===== src/rtl/chario_pkg.sv =====
package chario_pkg;

    typedef enum logic [1:0] {
        IEN_HOLD = 2'd0,
        IEN_ON   = 2'd1,
        IEN_OFF  = 2'd2
    } ien_cmd_e;

    typedef struct packed {
        logic set;
        logic clr;
        logic ack;
    } ien_req_t;

    typedef struct packed {
        logic in_test;
        logic out_test;
    } skip_req_t;

    // Clear and acknowledge outrank set.
    function automatic ien_cmd_e ien_decode(input ien_req_t r);
        if (r.clr || r.ack) return IEN_OFF;
        if (r.set)          return IEN_ON;
        return IEN_HOLD;
    endfunction

    function automatic logic irq_level(input logic en, input logic fin, input logic fout);
        return en & (fin | fout);
    endfunction

    function automatic logic skip_hit(input skip_req_t s, input logic fin, input logic fout);
        return (s.in_test & fin) | (s.out_test & fout);
    endfunction

endpackage


===== src/rtl/chario_in_chan.sv =====
module chario_in_chan #(
    parameter int W = 8
) (
    input  logic         clk,
    input  logic         rst,
    input  logic         dev_valid,
    input  logic [W-1:0] dev_data,
    input  logic         take,
    output logic         flag,
    output logic [W-1:0] hold
);
    logic load;
    assign load = dev_valid & ~flag;

    always_ff @(posedge clk) begin
        if (rst) begin
            flag <= 1'b0;
            hold <= '0;
        end else if (load) begin
            flag <= 1'b1;
            hold <= dev_data;
        end else if (take && flag) begin
            flag <= 1'b0;
        end
    end
endmodule


===== src/rtl/chario_out_chan.sv =====
module chario_out_chan #(
    parameter int W = 8
) (
    input  logic         clk,
    input  logic         rst,
    input  logic         write,
    input  logic [W-1:0] acc,
    input  logic         dev_accept,
    output logic         flag,
    output logic [W-1:0] hold,
    output logic         err
);
    logic do_write;
    logic blocked;
    assign do_write = write & flag;
    assign blocked  = write & ~flag;

    always_ff @(posedge clk) begin
        if (rst) begin
            flag <= 1'b1;
            hold <= '0;
            err  <= 1'b0;
        end else begin
            err <= blocked;
            if (do_write) begin
                flag <= 1'b0;
                hold <= acc;
            end else if (dev_accept && !flag) begin
                flag <= 1'b1;
            end
        end
    end
endmodule


===== src/rtl/chario_irq_ctl.sv =====
module chario_irq_ctl
    import chario_pkg::*;
(
    input  logic     clk,
    input  logic     rst,
    input  ien_req_t req,
    input  logic     fin,
    input  logic     fout,
    output logic     en,
    output logic     irq
);
    ien_cmd_e cmd;
    assign cmd = ien_decode(req);

    always_ff @(posedge clk) begin
        if (rst) begin
            en <= 1'b0;
        end else begin
            unique case (cmd)
                IEN_ON:  en <= 1'b1;
                IEN_OFF: en <= 1'b0;
                default: en <= en;
            endcase
        end
    end

    assign irq = irq_level(en, fin, fout);
endmodule


===== src/rtl/char_io_irq_port.sv =====
module char_io_irq_port
    import chario_pkg::*;
#(
    parameter int DATA_W = 8
) (
    input  logic              clk,
    input  logic              rst,
    input  logic [DATA_W-1:0] cpu_acc,
    input  logic              cpu_in_take,
    input  logic              cpu_out_write,
    input  logic              cpu_ien_set,
    input  logic              cpu_ien_clr,
    input  logic              cpu_irq_ack,
    input  logic              cpu_skip_in,
    input  logic              cpu_skip_out,
    output logic [DATA_W-1:0] cpu_in_data,
    output logic              cpu_skip,
    output logic              irq,
    output logic              wr_err,
    input  logic              in_dev_valid,
    input  logic [DATA_W-1:0] in_dev_data,
    output logic              in_dev_ready,
    output logic              out_dev_valid,
    output logic [DATA_W-1:0] out_dev_data,
    input  logic              out_dev_accept
);
    logic      in_flag;
    logic      out_flag;
    logic      ien_q;
    ien_req_t  ien_req;
    skip_req_t skip_req;

    assign ien_req  = '{set: cpu_ien_set, clr: cpu_ien_clr, ack: cpu_irq_ack};
    assign skip_req = '{in_test: cpu_skip_in, out_test: cpu_skip_out};

    chario_in_chan #(.W(DATA_W)) u_in (
        .clk       (clk),
        .rst       (rst),
        .dev_valid (in_dev_valid),
        .dev_data  (in_dev_data),
        .take      (cpu_in_take),
        .flag      (in_flag),
        .hold      (cpu_in_data)
    );

    chario_out_chan #(.W(DATA_W)) u_out (
        .clk        (clk),
        .rst        (rst),
        .write      (cpu_out_write),
        .acc        (cpu_acc),
        .dev_accept (out_dev_accept),
        .flag       (out_flag),
        .hold       (out_dev_data),
        .err        (wr_err)
    );

    chario_irq_ctl u_irq (
        .clk  (clk),
        .rst  (rst),
        .req  (ien_req),
        .fin  (in_flag),
        .fout (out_flag),
        .en   (ien_q),
        .irq  (irq)
    );

    assign in_dev_ready  = ~in_flag;
    assign out_dev_valid = ~out_flag;
    assign cpu_skip      = skip_hit(skip_req, in_flag, out_flag);
endmodule


===== config.mk =====
export PLATFORM = sky130hd
export DESIGN_NAME = char_io_irq_port
export DESIGN_NICKNAME = d
export VERILOG_FILES = /design/src/rtl/chario_pkg.sv /design/src/rtl/chario_in_chan.sv /design/src/rtl/chario_out_chan.sv /design/src/rtl/chario_irq_ctl.sv /design/src/rtl/char_io_irq_port.sv
export SDC_FILE = /design/constraint.sdc
export NUM_CORES = 1
export LEC_CHECK = 0
export ABC_CLOCK_PERIOD_IN_PS = 1500
export CORE_ASPECT_RATIO = 0.6
export CORE_MARGIN = 2
export CORE_UTILIZATION = 35
export CTS_CLUSTER_DIAMETER = 30
export CTS_CLUSTER_SIZE = 16
export DETAILED_ROUTE_END_ITERATION = 16
export DONT_BUFFER_PORTS = 1
export GPL_ROUTABILITY_DRIVEN = 1
export GPL_TIMING_DRIVEN = 1
export PLACE_DENSITY_LB_ADDON = 0.3
export SLEW_MARGIN = 20
export SYNTH_ARGS = -nofsm -noshare
export SYNTH_HDL_FRONTEND = slang
export SYNTH_SLANG_ARGS = --single-unit

===== constraint.sdc =====
create_clock -name clk -period 1.5 [get_ports clk]
set_input_delay 0.3 -clock clk [delete_from_list [all_inputs] [get_ports clk]]
set_output_delay 0.3 -clock clk [all_outputs]
set_load 0.02 [all_outputs]

; After elaboration in Yosys (flattened, before gate mapping)
; Index checks and enable logic that the tools add are counted.
[word_totals]
mem_count = 0
regBits = 20
ramBits = 0
latch_bits = 0
romBits = 0
elab_cells = 37
[classes]
shift = 0
eq_ne = 2
n_reduce_logical = 7
n_div = 0
bitwise = 10
order_cmp = 0
multipliers = 0
mux = 12
add_sub_neg = 0
[ops]
columns = cell, n
row1 = $mux W2, 4
row2 = $mux W1, 7
row3 = $and A1 B1 Y1, 6
row4 = $reduce_bool A2 Y1, 3
row5 = $eq A2 B1 Y1 const B, 1
row6 = $eq A2 B2 Y1 const B, 1
row7 = $logic_and A1 B1 Y1, 2
row8 = $not A1 Y1, 2
row9 = $or A1 B1 Y1, 2
row10 = $pmux W1 S2, 1
row11 = $logic_not A1 Y1, 1
row12 = $logic_or A1 B1 Y1, 1

; Longest topological paths before layout
; Gate-level depths: netlist of run 1.
[depth]
ltp_word = 7
ltp_mapped = 4
depth_no_buf = 2

; Hierarchy
; A second synthesis of run 1 with hierarchy kept.
[unflattened]
cells_unflattened = 88
hier_area_um2 = 915.9
[modules_own_cells]
columns = module, cells_per_inst, instances, area_per_inst_um2, seq_area_each_um2
row1 = chario_out_chan, 43, 1, 432.9, 200.2
row2 = chario_in_chan, 38, 1, 422.9, 180.2
row3 = chario_irq_ctl, 4, 1, 43.8, 20.0
row4 = char_io_irq_port, 3, 1, 16.3, 0.0

; Least setup slack after synthesis of run 1
; OpenSTA, ideal clock, no wires.
[synth_timing]
path_kind = reg2out
startpoint = register u_in.flag
endpoint = output port cpu_skip
path_stages_with_launch = 3
arrival_time_ps = 783
t_required_ps = 1200
slack_ps = 417
path_cell_list = dfxtp_1 buf_2 a22o_1
[synth_between]
elab_chain_cells = 2
[synth_lines]
columns = element, line_no
row1 = start: declaration, chario_in_chan.sv:9  ; output logic flag,
row2 = start signal: assignment, chario_in_chan.sv:17  ; flag <= 1'b0;
row3 = start signal: assignment, chario_in_chan.sv:20  ; flag <= 1'b1;
row4 = start signal: assignment, chario_in_chan.sv:23  ; flag <= 1'b0;
row5 = $and A1 B1 Y1, chario_pkg.sv:32  ; return (s.in_test & fin) | (s.out_test & fout);
row6 = $or A1 B1 Y1, chario_pkg.sv:32
row7 = end: declaration, char_io_irq_port.sv:17  ; output logic cpu_skip,
; Every way passes these cells.

; Worst setup path after layout of run 1
[layout_timing]
startpoint = register u_out.flag
endpoint = output port cpu_skip
[layout_between]
elab_chain_cells = 2
[layout_lines]
columns = element, line_no
row1 = start: declaration, chario_out_chan.sv:9  ; output logic flag,
row2 = start signal: assignment, chario_out_chan.sv:20  ; flag <= 1'b1;
row3 = start signal: assignment, chario_out_chan.sv:26  ; flag <= 1'b0;
row4 = start signal: assignment, chario_out_chan.sv:29  ; flag <= 1'b1;
row5 = $and A1 B1 Y1, chario_pkg.sv:32
row6 = $or A1 B1 Y1, chario_pkg.sv:32
; Every way passes these cells.

==> results.sh, run 1 <==
export IMPL_status="completed"
export IMPL_cts_root_buf="clkbuf_8"
export IMPL_power_frac_seq_pct=58.2
export IMPL_max_freq_mhz=810
export IMPL_worst_path_buf_inv=0
export IMPL_dp_cells=116
export IMPL_io_pins=48
export IMPL_clock_latency_ns=0.25
export IMPL_cp_slowest_stage_delay_ns=0.41
export IMPL_syn_inst=88
export IMPL_synth_area_per_cell_um2=10.2
export IMPL_skew_ns=0.00246
export IMPL_cp_cell_sequence="a22o_1"
export IMPL_chipWidth_um=69.5
export IMPL_grt_use_total_pct=12.0
export IMPL_drv_slew=0
export IMPL_areaGrowthSynthToFinish_pct=3.76
export IMPL_rsz0062_at_grt="no"
export IMPL_die_y_um=43.3
export IMPL_crit_type="register to primary output"
export IMPL_async_reset_ff_share_pct=0
export IMPL_p_switching_mw=0.264
export IMPL_initial_core_util_pct=36.4
export IMPL_cts_tree="yes"
export IMPL_die_area_mm2=0.00301
export IMPL_cts_hold_buf=0
export IMPL_port_buffers=0
export IMPL_tightest_slew_ns=0.245
export IMPL_setup_viol=0
export IMPL_period_share_pct=82.3
export IMPL_h_tree_depth=1
export IMPL_drt_pass1_iter_count=4
export IMPL_grt_pass1_wl_um=2830
export IMPL_finalWirelength_um=1760
export IMPL_syn_nets=115
export IMPL_drv_cap=0
export IMPL_drtIter0Drc=18
export IMPL_ys_top_cells_by_area="dfxtp_1 45%, nand4bb_1 10%, a21bo_2 7.8%"
export IMPL_gp_congestion=0.613
export IMPL_nets=116
export IMPL_synth_area_um2=900
export IMPL_slew_headroom_pct=83.6
export IMPL_drive_gt1_share_pct=17.2
export IMPL_p_leak_nw=0.335
export IMPL_crit_family="flip-flops"
export IMPL_finalCriticalPeriod_ns=1.24
export IMPL_drc=0
export IMPL_switching_share_pct=24.8
export IMPL_diodes=0
export IMPL_clkPwrFrac_pct=31.5
export IMPL_combPwrFrac_pct=10.3
export IMPL_post_cts_buffers=0
export IMPL_vdd_drop_max_mv=0.550
export IMPL_cts_sinks=20
export IMPL_clock_path_buffers=2
export IMPL_yosysTopAreaCellShare_pct=44.5
export IMPL_clkSlewWorstSetupHoldPaths_ns=0.07
export IMPL_routedWlPerCell_um=14.8
export IMPL_synth_main_ff_cell="dfxtp_1"
export IMPL_crit_slowest_cell="dfxtp_1"
export IMPL_hold_viol=0
export IMPL_grt_antenna_before_repair=0
export IMPL_yosysTopAreaCell="dfxtp_1"
export IMPL_core_mm2=0.00247
export IMPL_synthTopCellsByCount="20 x dfxtp_1, 8 x a21oi_1, 8 x nand2b_1, 8 x nand3_1, 8 x nand4bb_1"
export IMPL_num_rows=14
export IMPL_post_dp_hpwl_um=1310
export IMPL_cts_resized=0
export IMPL_synth_distinct_cells=23
export IMPL_regToRegSetupSlack_ns=0.55
export IMPL_synth_edff_count=0
export IMPL_internal_power_mw=0.802
export IMPL_grt_ovfl_total=0
export IMPL_start_kind="register"
export IMPL_crit_required_ns=1.20
export IMPL_hold_path_class="input port to register"
export IMPL_ys_seq_elements=20
export IMPL_setup_tns_ns=0
export IMPL_antenna_left=0
export IMPL_ys_seq_area_share_pct=44.5
export IMPL_grt_pass1_vias=578
export IMPL_synth_most_common_cell="dfxtp_1"
export IMPL_cts_buffers=3
export IMPL_critPathCaptureType="primary output"
export IMPL_power_density_mw_per_mm2=1140
export IMPL_grt_max_degree=29
export IMPL_viasPerCell=5.06
export IMPL_crit_fanout=6
export IMPL_num_vias=602
export IMPL_ys_warn_count=0
export IMPL_critical_path_arrival_ns=0.94
export IMPL_fin_cells=119
-- final timing paths --
kind,from,cells past startpoint,end
hold reg to reg,u_irq.en$_SDFFE_PP0P_,2,u_irq.en$_SDFFE_PP0P_
setup reg to reg,u_in.flag$_SDFFE_PP0P_,3,u_in.hold[7]$_SDFFE_PP0P_
setup / recovery,u_out.flag$_SDFFE_PP1P_,1,cpu_skip
hold / removal,rst,1,u_out.hold[0]$_SDFFE_PP0P_
-- placed cells by master (no fill, tap or decap) --
cell	netlist	routed
dfxtp_1	20	20
nand2b_1	8	8
nand4bb_1	8	8
nand3_1	8	8
a21oi_1	8	8
a21bo_2	7	7
o21ai_1	4	4
o21ai_0	4	4
buf_4	1	4
clkbuf_8	0	3
inv_1	2	2
nor2_1	2	2
o21a_1	1	1
a22o_1	1	1
nor2b_4	1	1
a21bo_1	1	1
nor3b_1	1	1
nor2b_1	1	1
a211o_1	1	1
nor4_1	1	1
a211oi_1	1	1
-- cell type report --
class	count	area (um2)
Clock buffer	3	41.3
Fill cell	244	1540
Inverter	2	7.51
Multi-Input combinational cell	58	414
Sequential cell	20	400
Tap cell	32	40.0
Timing Repair Buffer	4	30.0
-- routing by layer --
layer	up-vias	GRT usage, %	wire length (um)
li1	314	-	-
met1	272	14.6	811
met2	14	18.1	770
met3	2	6.41	149
met4	0	4.71	25
met5	-	0	0
-- power by group through the flow --
stage | Sequential [mW] | Clock [mW] | Combinational, mW
floorplan | 0.624 | 0 | 0.120
global placement | 0.632 | 0 | 0.109
detailed placement | 0.633 | 0 | 0.110
CTS | 0.620 | 0.357 | 0.110
global route | 0.624 | 0.372 | 0.122
finish | 0.620 | 0.336 | 0.110
-- stage by stage --
step / instance area, um2 / hold WS [ns] / setup WS [ns] / total power [mW] / utilization (%)
after floorplan: 900 / 0.377 / 0.417 / 0.744 / -
after global placement: 892 / 0.372 / 0.547 / 0.741 / 36.1
after detailed placement: 892 / 0.374 / 0.537 / 0.743 / 36.1
after CTS: 933 / 0.100 / 0.251 / 1.09 / 37.8
after global routing: 933 / 0.0940 / 0.210 / 1.12 / 37.8
final: 933 / 0.115 / 0.265 / 1.07 / 37.8
-- cell families (layout without fill, tap and decap cells) --
group | Yosys count | in the layout | share of synthesized area [%]
compound gates | 28 | 28 | 21.4
buf+inv | 10 | 9 | 9.46
flops | 20 | 20 | 44.5
simple gates | 30 | 30 | 24.6
-- sequential cells by signal (all words and copies together), names as in the netlist --
register / flops
u_irq.en: 1
u_in.hold: 8
u_in.flag: 1
u_out.hold: 8
u_out.flag: 1
u_out.err: 1
No activity file was read; power rests on OpenSTA's default activity.
==> run 2: changes to the inputs <==
Settings changed: ABC_CLOCK_PERIOD_IN_PS 1500 to 1040.
Clock period 1.5 ns to 1.04 ns, I/O delays scaled along.
==> results.sh, run 2 (synthesis gave the netlist of run 1 again) <==
export IMPL_crit_required_ns=0.83
export IMPL_cts_buffers=3
export IMPL_nets=129
export IMPL_drc=0
export IMPL_critPathCaptureType="primary output"
export IMPL_max_freq_mhz=919
export IMPL_num_fill_cells=242
export IMPL_place_ws_ns=0.0560
export IMPL_initial_core_util_pct=36.4
export IMPL_chipWidth_um=69.5
export IMPL_status="complete, but fails checks"
export IMPL_core_mm2=0.00247
export IMPL_areaGrowthSynthToFinish_pct=20.3
export IMPL_grt_max_degree=29
export IMPL_cp_cell_sequence="a22o_4"
export IMPL_drtIter0Drc=25
export IMPL_routedWlPerCell_um=14.5
export IMPL_p_leak_nw=0.407
export IMPL_period_share_pct=105
export IMPL_setup_tns_ns=-0.0863
export IMPL_power_density_mw_per_mm2=1480
export IMPL_diodes=0
export IMPL_layout_common_cells="18 x dfxtp_1, 13 x buf_4, 8 x nand2b_1, 8 x nand4bb_1, 8 x nand3_1"
export IMPL_worst_path_buf_inv=0
export IMPL_drv_cap=0
export IMPL_vdd_drop_max_mv=0.699
export IMPL_drive_gt1_share_pct=37.0
export IMPL_io_pins=48
export IMPL_grt_ovfl_total=0
export IMPL_cp_slowest_stage_delay_ns=0.36
export IMPL_tightest_slew_ns=0.247
export IMPL_rsz0062_at_grt="yes"
export IMPL_hold_viol=0
export IMPL_num_vias=661
export IMPL_h_tree_depth=1
export IMPL_drv_slew=0
export IMPL_violations="setup timing"
export IMPL_reg_top3="u_in.hold: 8 flops, u_out.hold: 8 flops"
export IMPL_grt_pass1_vias=634
export IMPL_crit_family="flip-flops"
export IMPL_crit_fanout=3
export IMPL_die_area_mm2=0.00301
export IMPL_cts_sinks=20
export IMPL_slew_headroom_pct=83.5
export IMPL_critical_path_arrival_ns=0.88
export IMPL_die_y_um=43.3
export IMPL_clkSlewWorstSetupHoldPaths_ns=0.07
export IMPL_port_buffers=0
export IMPL_grt_use_total_pct=12.3
export IMPL_post_dp_hpwl_um=1330
export IMPL_clock_path_buffers=2
export IMPL_hold_path_class="input port to register"
export IMPL_grt_antenna_before_repair=0
export IMPL_start_kind="register"
export IMPL_drt_pass1_iter_count=2
export IMPL_setup_viol=2
export IMPL_num_rows=14
export IMPL_viasPerCell=5.01
export IMPL_finalCriticalPeriod_ns=1.09
export IMPL_cts_root_buf="clkbuf_8"
export IMPL_gp_congestion=0.648
export IMPL_crit_slowest_cell="dfxtp_4"
export IMPL_skew_ns=0.00293
export IMPL_seqCellArea_um2=408
export IMPL_cts_tree="yes"
export IMPL_layout_setup_ws_ns=-0.0484
export IMPL_antenna_left=0
export IMPL_multi_input_area_um2=439
export IMPL_crit_type="register to primary output"
export IMPL_clock_latency_ns=0.25
export IMPL_final_common_cell="dfxtp_1"
export IMPL_finalWirelength_um=1920
export IMPL_grt_pass1_wl_um=2920
## run 2: cell count changes in the layout (fill, tap and decap cells not counted), moves of 3 or more
cell	delta
a21oi_1	-4
a21oi_2	+4
buf_4	+9
buf_6	+3
## run 2: final cells by class
class	count	share of cell area [%]
inverters	2	1.16
repair buffers	17	13.1
multi-input cells	58	40.6
well taps	32	3.70
flip-flops and latches	20	37.7
clock buffers	3	3.82
## run 2: power breakdown
part | total [mW] | switching, mW | leakage (nW) | internal, mW
sequential | 0.873 | 0.0599 | 0.165 | 0.813
combinational | 0.252 | 0.113 | 0.220 | 0.138
clock | 0.482 | 0.225 | 0.0216 | 0.257
## run 2: stage by stage
step	cells	hold slack (ns)	power [mW]	instance area (um2)	util [%]
2_1_floorplan	88	0.285	1.07	900	-
3_3_place_gp	125	0.280	1.10	960	38.9
3_5_place_dp	125	0.281	1.10	960	38.9
4_1_cts	130	0.00557	1.61	1050	42.4
5_1_grt	132	0.00142	1.69	1080	43.8
6_report	132	0.0122	1.61	1080	43.8
## run 2: final timing paths
kind | from | endpoint | slack, ns | cells after the start
worst max-delay path | u_in.flag$_SDFFE_PP0P_ | cpu_skip | -0.05 | 1
worst min-delay path | rst | u_in.flag$_SDFFE_PP0P_ | 0.01 | 1
worst max register to register | u_out.flag$_SDFFE_PP1P_ | u_out.hold[1]$_SDFFE_PP0P_ | 0.02 | 4
worst min register to register | u_irq.en$_SDFFE_PP0P_ | u_irq.en$_SDFFE_PP0P_ | 0.50 | 2
## run 2: timing repair
action	CTS	global route
gates resized for setup	12	5
hold buffers	0	1
hold endpoints to repair	0	2
buffers inserted	2	1
pin swaps	0	3
endpoints found under the setup margin	4	7
## run 2: layer usage
layer,track usage (%),part of all wire [%],up-vias
li1,-,-,340
met5,0,0,-
met2,19.8,44,16
met1,15.8,50,303
met3,4.99,5.8,2
met4,2.35,0.73,0
==> run 3: changes to the inputs <==
Settings changed: SETUP_SLACK_MARGIN from default to 0.3.
==> results.sh, run 3 (synthesis gave the netlist of run 1 again) <==
export IMPL_status="complete, but fails checks"
export IMPL_violations="setup timing"
export IMPL_vdd_drop_max_mv=0.684
export IMPL_antenna_left=0
export IMPL_io_pins=48
export IMPL_worst_path_buf_inv=0
export IMPL_drtIter0Drc=55
export IMPL_cp_cell_sequence="a22o_4"
export IMPL_grt_pass1_vias=632
export IMPL_drc=0
export IMPL_finalWirelength_um=1920
export IMPL_rsz0062_at_grt="yes"
export IMPL_diodes=0
export IMPL_hold_slack_ns=0.00963
export IMPL_die_y_um=43.3
export IMPL_multi_input_area_um2=444
export IMPL_drv_slew=0
export IMPL_slew_headroom_pct=84.1
export IMPL_cts_root_buf="clkbuf_8"
export IMPL_max_freq_mhz=906
export IMPL_drive_gt1_share_pct=52.7
export IMPL_start_kind="register"
export IMPL_viasPerCell=5.22
export IMPL_chipWidth_um=69.5
export IMPL_clock_latency_ns=0.25
export IMPL_drv_cap=0
export IMPL_initial_core_util_pct=36.4
export IMPL_critical_path_arrival_ns=0.90
export IMPL_areaGrowthSynthToFinish_pct=22.4
export IMPL_crit_required_ns=0.83
export IMPL_grt_antenna_before_repair=0
export IMPL_clock_path_buffers=2
export IMPL_num_fill_cells=235
export IMPL_routed_wl_met3_um=77
export IMPL_crit_fanout=6
export IMPL_hold_path_class="input port to register"
export IMPL_core_mm2=0.00247
export IMPL_p_leak_nw=0.387
export IMPL_cts_sinks=20
export IMPL_grt_use_total_pct=13.5
export IMPL_setup_tns_ns=-0.122
export IMPL_power_density_mw_per_mm2=1510
export IMPL_drt_pass1_iter_count=3
export IMPL_grt_ovfl_total=0
export IMPL_nets=121
export IMPL_layout_common_cells="19 x dfxtp_4, 8 x nand2b_1, 8 x nand4bb_1, 8 x nand3_1"
export IMPL_crit_slowest_cell="dfxtp_4"
export IMPL_reg_top3="u_in.hold: 8 flops, u_out.hold: 8 flops"
export IMPL_die_area_mm2=0.00301
export IMPL_h_tree_depth=1
export IMPL_cp_slowest_stage_delay_ns=0.39
export IMPL_cts_buffers=3
export IMPL_port_buffers=0
export IMPL_grt_pass1_wl_um=3130
export IMPL_cts_tree="yes"
export IMPL_num_vias=652
export IMPL_period_share_pct=106
export IMPL_finalCriticalPeriod_ns=1.10
export IMPL_seqCellArea_um2=472
export IMPL_layout_setup_ws_ns=-0.0633
export IMPL_num_rows=14
export IMPL_met2_length_um=820
export IMPL_grt_max_degree=29
export IMPL_routedWlPerCell_um=15.4
export IMPL_setup_viol=2
export IMPL_routed_top_layer="met4"
export IMPL_final_common_cell="dfxtp_4"
export IMPL_skew_ns=0.00208
export IMPL_hold_viol=0
export IMPL_gp_congestion=0.653
export IMPL_clkSlewWorstSetupHoldPaths_ns=0.07
export IMPL_wl_met1_um=1010
export IMPL_critPathCaptureType="primary output"
export IMPL_crit_type="register to primary output"
export IMPL_tightest_slew_ns=0.237
export IMPL_crit_family="flip-flops"
-- run 3: cell types whose count changed in the layout (fill, tap and decap cells not counted), sizes merged --
cell,change
dlygate4sd3,-1
buf,-7
clkbuf,+1
-- run 3: final timing paths --
kind | startpoint | end | slack, ns | cells past startpoint
max | u_out.flag$_SDFFE_PP1P_ | cpu_skip | -0.06 | 1
min reg2reg | u_irq.en$_SDFFE_PP0P_ | u_irq.en$_SDFFE_PP0P_ | 0.50 | 2
max reg2reg | u_out.flag$_SDFFE_PP1P_ | u_out.hold[3]$_SDFFE_PP0P_ | 0.01 | 4
min | rst | u_out.hold[3]$_SDFFE_PP0P_ | 0.01 | 1
-- run 3: layout make-up --
cell class | instances | share of cell area [%]
clock buffers | 4 | 5.00
repair buffers | 9 | 6.82
flip-flops and latches | 20 | 42.8
well taps | 32 | 3.64
multi-input cells | 58 | 40.3
inverters | 2 | 1.36
-- run 3: timing repair --
| item | 4_1_cts | 5_1_grt |
|---|---|---|
| hold endpoints to repair | 6 | 10 |
| buffers inserted | 8 | 0 |
| resized for setup | 33 | 4 |
| setup endpoints to repair | 40 | 40 |
| pin swaps | 1 | 1 |
-- run 3: routing by layer --
metal | GRT usage, % | vias to the layer above
met5 | 0 | -
met4 | 2.35 | 0
met2 | 20.0 | 15
met3 | 4.51 | 2
li1 | - | 328
met1 | 19.2 | 307
-- run 3: where the power goes --
part           total [mW]  switching, mW  internal (mW)  leakage (nW)
clock network       0.572          0.236          0.336        0.0288
registers           0.888         0.0886          0.800         0.177
logic               0.202         0.0837          0.118         0.181
total                1.66          0.408           1.25         0.387
-- run 3: metrics by stage --
stage          worst slack, ns  util (%)  cell area [um2]  power (mW)  std cells
3_3_place_gp            0.0136      36.5              902        1.07        113
5_1_grt                -0.0944      44.6             1100        1.76        125
6_report               -0.0633      44.6             1100        1.66        125
2_1_floorplan            0.120         -              942        1.10         88
4_1_cts                -0.0750      44.0             1090        1.69        125
3_5_place_dp          -0.00431      36.5              902        1.08        113
